$ cat src/rtl/mac_slice_pkg.sv
package mac_slice_pkg;
  localparam int OP_W = 4;

  typedef enum logic [1:0] {
    ADD_NONE = 2'b00,
    ADD_C    = 2'b01,
    ADD_CAS  = 2'b10,
    ADD_ACC  = 2'b11
  } addend_sel_e;

  typedef struct packed {
    logic        shift;
    logic        sub;
    addend_sel_e sel;
  } op_t;
endpackage

$ cat src/rtl/mac_pipe_stage.sv
// Register that is always clocked; en selects registered or bypass path.
module mac_pipe_stage #(
  parameter int W = 8
) (
  input  logic         clk_i,
  input  logic         rst_ni,
  input  logic         en_i,
  input  logic [W-1:0] d_i,
  output logic [W-1:0] q_o
);
  logic [W-1:0] q_r;

  always_ff @(posedge clk_i or negedge rst_ni) begin
    if (!rst_ni) q_r <= '0;
    else         q_r <= d_i;
  end

  assign q_o = en_i ? q_r : d_i;
endmodule

$ cat src/rtl/mac_mult.sv
module mac_mult #(
  parameter int A_W = 18,
  parameter int B_W = 18,
  localparam int M_W = A_W + B_W
) (
  input  logic [A_W-1:0] a_i,
  input  logic [B_W-1:0] b_i,
  output logic [M_W-1:0] p_o
);
  logic signed [M_W-1:0] prod;
  assign prod = $signed(a_i) * $signed(b_i);
  assign p_o  = prod;
endmodule

$ cat src/rtl/mac_post_add.sv
module mac_post_add
  import mac_slice_pkg::*;
#(
  parameter int P_W   = 48,
  parameter int M_W   = 36,
  parameter int SHIFT = 17
) (
  input  logic [M_W-1:0] prod_i,
  input  logic [P_W-1:0] c_i,
  input  logic [P_W-1:0] cas_i,
  input  logic [P_W-1:0] acc_i,
  input  op_t            op_i,
  input  logic           load_i,
  output logic [P_W-1:0] sum_o,
  output logic           ovf_o
);
  localparam int X_W = P_W + 1;

  logic signed [P_W-1:0] cas_sh, addend;
  logic signed [X_W-1:0] add_x, prod_x, sum_x;

  always_comb begin
    cas_sh = op_i.shift ? ($signed(cas_i) >>> SHIFT) : $signed(cas_i);
    unique case (op_i.sel)
      ADD_NONE: addend = '0;
      ADD_C:    addend = $signed(c_i);
      ADD_CAS:  addend = cas_sh;
      default:  addend = load_i ? '0 : $signed(acc_i);
    endcase
    add_x  = {addend[P_W-1], addend};
    prod_x = {{(X_W-M_W){prod_i[M_W-1]}}, prod_i};
    sum_x  = op_i.sub ? (add_x - prod_x) : (add_x + prod_x);
  end

  // one extra bit: top two bits differ on signed overflow
  assign sum_o = sum_x[P_W-1:0];
  assign ovf_o = sum_x[P_W] ^ sum_x[P_W-1];
endmodule

$ cat src/rtl/mac_slice.sv
module mac_slice
  import mac_slice_pkg::*;
#(
  parameter int A_W       = 18,
  parameter int B_W       = 18,
  parameter int P_W       = 48,
  parameter int CAS_SHIFT = 17
) (
  input  logic           clk_i,
  input  logic           rst_ni,
  input  logic           in_en_i,
  input  logic           prod_en_i,
  input  logic           out_en_i,
  input  logic [A_W-1:0] a_i,
  input  logic [B_W-1:0] b_i,
  input  logic [P_W-1:0] c_i,
  input  logic [P_W-1:0] cas_i,
  input  logic [3:0]     op_i,
  input  logic           load_i,
  input  logic           acc_clr_i,
  output logic [P_W-1:0] p_o,
  output logic [P_W-1:0] cas_o,
  output logic           ovf_o
);
  localparam int M_W  = A_W + B_W;
  localparam int S1_W = A_W + B_W + 2*P_W + OP_W + 1;
  localparam int S2_W = M_W + 2*P_W + OP_W + 1;

  // operand stage
  logic [S1_W-1:0] s1_d, s1_q;
  logic [A_W-1:0]  a1;
  logic [B_W-1:0]  b1;
  logic [P_W-1:0]  c1, cas1;
  logic [OP_W-1:0] op1;
  logic            ld1;

  assign s1_d = {a_i, b_i, c_i, cas_i, op_i, load_i};

  mac_pipe_stage #(.W(S1_W)) u_in_stage (
    .clk_i (clk_i),
    .rst_ni(rst_ni),
    .en_i  (in_en_i),
    .d_i   (s1_d),
    .q_o   (s1_q)
  );

  assign {a1, b1, c1, cas1, op1, ld1} = s1_q;

  logic [M_W-1:0] prod1;

  mac_mult #(.A_W(A_W), .B_W(B_W)) u_mult (
    .a_i(a1),
    .b_i(b1),
    .p_o(prod1)
  );

  // product stage
  logic [S2_W-1:0] s2_d, s2_q;
  logic [M_W-1:0]  prod2;
  logic [P_W-1:0]  c2, cas2;
  logic [OP_W-1:0] op2;
  logic            ld2;

  assign s2_d = {prod1, c1, cas1, op1, ld1};

  mac_pipe_stage #(.W(S2_W)) u_prod_stage (
    .clk_i (clk_i),
    .rst_ni(rst_ni),
    .en_i  (prod_en_i),
    .d_i   (s2_d),
    .q_o   (s2_q)
  );

  assign {prod2, c2, cas2, op2, ld2} = s2_q;

  // post-adder
  logic [P_W-1:0] acc_q, sum_w;
  logic           add_ovf_w, ovf_q;

  mac_post_add #(.P_W(P_W), .M_W(M_W), .SHIFT(CAS_SHIFT)) u_post_add (
    .prod_i(prod2),
    .c_i   (c2),
    .cas_i (cas2),
    .acc_i (acc_q),
    .op_i  (op_t'(op2)),
    .load_i(ld2),
    .sum_o (sum_w),
    .ovf_o (add_ovf_w)
  );

  // accumulator doubles as output register
  always_ff @(posedge clk_i or negedge rst_ni) begin
    if (!rst_ni) begin
      acc_q <= '0;
      ovf_q <= 1'b0;
    end else if (acc_clr_i) begin
      acc_q <= '0;
      ovf_q <= 1'b0;
    end else begin
      acc_q <= sum_w;
      ovf_q <= ovf_q | add_ovf_w;
    end
  end

  assign p_o   = out_en_i ? acc_q : sum_w;
  assign cas_o = p_o;
  assign ovf_o = ovf_q;
endmodule

$ cat config.mk
export PLATFORM = sky130hd
export DESIGN_NAME = mac_slice
export DESIGN_NICKNAME = d
export VERILOG_FILES = /design/src/rtl/mac_slice_pkg.sv /design/src/rtl/mac_pipe_stage.sv /design/src/rtl/mac_mult.sv /design/src/rtl/mac_post_add.sv /design/src/rtl/mac_slice.sv
export SDC_FILE = /design/constraint.sdc
export NUM_CORES = 2
export LEC_CHECK = 0
export BUFFER_PORTS_ARGS = -buffer_cell sky130_fd_sc_hd__buf_4
export CORE_ASPECT_RATIO = 0.9
export CORE_MARGIN = 1.5
export CORE_UTILIZATION = 40
export CTS_BUF_LIST = sky130_fd_sc_hd__clkbuf_4
export CTS_CLUSTER_DIAMETER = 50
export DETAILED_ROUTE_END_ITERATION = 8
export PLACE_DENSITY = 0.61
export SYNTH_ARGS = -nofsm -noshare
export SYNTH_HDL_FRONTEND = slang
export SYNTH_SLANG_ARGS = --single-unit
$ cat constraint.sdc
create_clock -name clk_i -period 20.1 [get_ports clk_i]
set_input_delay 1.005 -clock clk_i [delete_from_list [all_inputs] [get_ports clk_i]]
set_output_delay 1.005 -clock clk_i [all_outputs]
set_load 0.01 [all_outputs]
==> impl_metrics.py <==
metrics = {
    "outcome": {
        "status": "finished, final reports clean",
    },
    "clock_tree": {
        "cts_tree": "done",
        "clock_sinks": 323,
        "cts_resized": 0,
        "cts_root_buf": "clkbuf_4",
        "ctsHtreeMaxLevel": 3,
        "cts_buffer_depth": 3,
        "cts.clk_slew.worst_paths_ns": 0.06,
        "postCtsHoldBufs": 0,
        "cts_buffers": 91,
        "clock_latency_ns": 0.92,
        "post-cts-setup-buffers": 0,
    },
    "synthesis": {
        "synth.top_cells.by_count": "inv_1 (383), nor2_1 (349), fa_1 (330), dfrtp_1 (323), nand2_1 (306)",
        "syn_area_um2": 29600,
        "ys_warn_count": 0,
        "syn_area_per_cell_um2": 9.60,
        "synth-main-ff-cell": "dfrtp_1",
        "ys_ff_latch": 323,
        "synth.top_cell.area_share_pct": 27.3,
        "synth_cell_types": 92,
        "synth_cells": 3084,
        "synth.most_common_cell": "inv_1",
        "synth_edf_count": 0,
        "synth_fp_nets": 3699,
        "ys_seq_area_share_pct": 27.3,
        "synth.largest_area_cell": "dfrtp_1",
        "yosys-top-cells-area": "dfrtp_1 (27%), fa_1 (22%), ha_1 (6.0%)",
        "async_flop_share_pct": 100,
    },
    "place": {
        "port_buffers": 239,
        "gp_congestion": 0.981,
        "dpl.hpwl_mm": 69.3,
        "place_area_um2": 32000,
    },
    "grt": {
        "grt_overflow_total": 0,
        "grt_max_degree": 155,
        "grt_pass1_wl_mm": 137,
        "antenna_found_initial": 4,
        "grt_pass1_vias": 23100,
        "track_usage_pct": 23.7,
    },
    "critical_path": {
        "cpPeakStageDelay_ns": 0.92,
        "cp-end-kind": "primary output",
        "crit_type": "in -> out",
        "start_kind": "input pin",
        "crit_arrival_ns": 12.52,
        "path_common_cell": "fa_1",
        "slowest_stage": "a21oi_1",
        "r2r_setup_slack_ns": 8.66,
        "critical_path.max_fanout": 69,
        "crit_start": "in_en_i",
        "reg2reg_from": "u_in_stage.q_r[101]",
        "required_ns": 19.09,
    },
    "die": {
        "ios": 240,
        "die_w_um": 290,
        "core-area_um2": 73200,
        "die_y_um": 261,
        "initial_core_util_pct": 40.5,
        "placementRows": 94,
        "dieArea_um2": 75600,
    },
    "routing": {
        "routed_wl_mm": 88.9,
        "drc": 0,
        "vias": 23200,
        "wl_per_cell_um": 20.6,
        "drtAntennaViolNets": 0,
        "via_per_inst": 5.40,
        "first_pass_iters": 6,
        "dr.first_iter.drc_count": 1779,
    },
    "timing": {
        "fin_crit_ns": 13.53,
        "min_period_over_period_pct": 67.3,
        "relSlewSlack_pct": 8.15,
        "drv_slew": 0,
        "tightest_slew_ns": 1.34,
        "rsz0062_at_grt": "false",
        "tns_ns": 0,
        "hold_viol": 0,
        "finalClockSkew_ns": 0.107,
        "hold-worst-slack_ns": 0.188,
        "fmax_mhz": 73.9,
        "finalSetupViolations": 0,
    },
    "worst_hold_path": {
        "min_path_type": "in -> async",
    },
    "layout": {
        "layout-drive-gt1-share_pct": 18.0,
        "fin_util_pct": 45.4,
        "area_growth_pct": 12.1,
        "nNetsFinal": 3886,
        "final_area_um2": 33200,
    },
    "run": {
        "maxCapViolCount": 0,
    },
}
==> critical path: cells and delay by family <==
| family | cells | cell delay, ns |
|---|---|---|
| XOR/XNOR | 2 | 0.43 |
| AO/OA/AOI/OAI | 18 | 5.20 |
| buffers and inverters | 6 | 1.10 |
| adder cells (fa/ha/maj) | 8 | 3.99 |
| AND/OR/NAND/NOR | 4 | 0.73 |
==> metrics by stage <==
stage          worst slack (ns)  instances
2_1_floorplan              7.30       3084
3_3_place_gp               6.98       4138
3_5_place_dp               6.73       4138
4_1_cts                    6.71       4303
5_1_grt                    5.74       4305
6_report                   6.57       4306
==> cells in the final DEF (no fill, tap or decap), types with 59 or more instances in the layout <==
cell type,instances
nand2_1,305
mux2_2,147
fa_1,330
ha_1,142
clkbuf_4,126
nor2_1,349
buf_4,267
dfrtp_1,323
inv_1,382
o21ai_0,118
a21oi_1,125
xnor2_1,59
mux2i_1,105
==> cell type report <==
class | instances | area (um2)
inverter | 383 | 1440
tap | 960 | 1200
clock inverter | 39 | 204
fill | 7136 | 40000
timing repair buffer | 271 | 2070
multi-input combinational | 2201 | 19200
clock buffer | 126 | 946
sequential | 323 | 8080
antenna | 3 | 7.51
==> worst paths after layout <==
| check | to | cells after the start |
|---|---|---|
| worst max-delay path | cas_o[45] | 38 |
| worst min-delay path | u_in_stage.q_r[23] | 1 |
| worst max register to register | ovf_o | 35 |
| worst min register to register | u_prod_stage.q_r[37] | 1 |
| max in group asynchronous | u_prod_stage.q_r[120] | 2 |
| min in group clk_i | u_in_stage.q_r[118] | 1 |
==> cell families (layout without fill, tap and decap cells) <==
| kind of cell | after synthesis | in the layout | synth area share [%] |
|---|---|---|---|
| and+or+nand+nor | 861 | 861 | 12.7 |
| muxes | 255 | 255 | 9.25 |
| DFF | 323 | 323 | 27.3 |
| buffers and inverters | 560 | 819 | 7.85 |
| other | 0 | 3 | 0 |
| xor gates and xnor gates | 100 | 100 | 2.96 |
| adders and majority gates | 472 | 472 | 28.3 |
| AOI/OAI and AO/OA | 513 | 513 | 11.6 |
==> layer usage <==
layer | track usage [%] | share of wire (%) | routed length [um] | vias to the layer above
met4 | 7.56 | 2.6 | 2270 | 2
met1 | 33.7 | 44 | 39500 | 11700
met5 | 0 | 0.011 | 10 | -
met3 | 4.72 | 7.4 | 6620 | 138
met2 | 36.3 | 46 | 40600 | 847
li1 | - | - | - | 10600
==> state kept, by name, indices dropped and copies added, names as in the netlist <==
signal and cells:
acc_q 48, u_prod_stage.q_r 137, ovf_o 1, u_in_stage.q_r 137
Power is left out: the tool's default activity adds up to more than one toggle a clock period on the data nets, which glitch-free logic cannot reach.
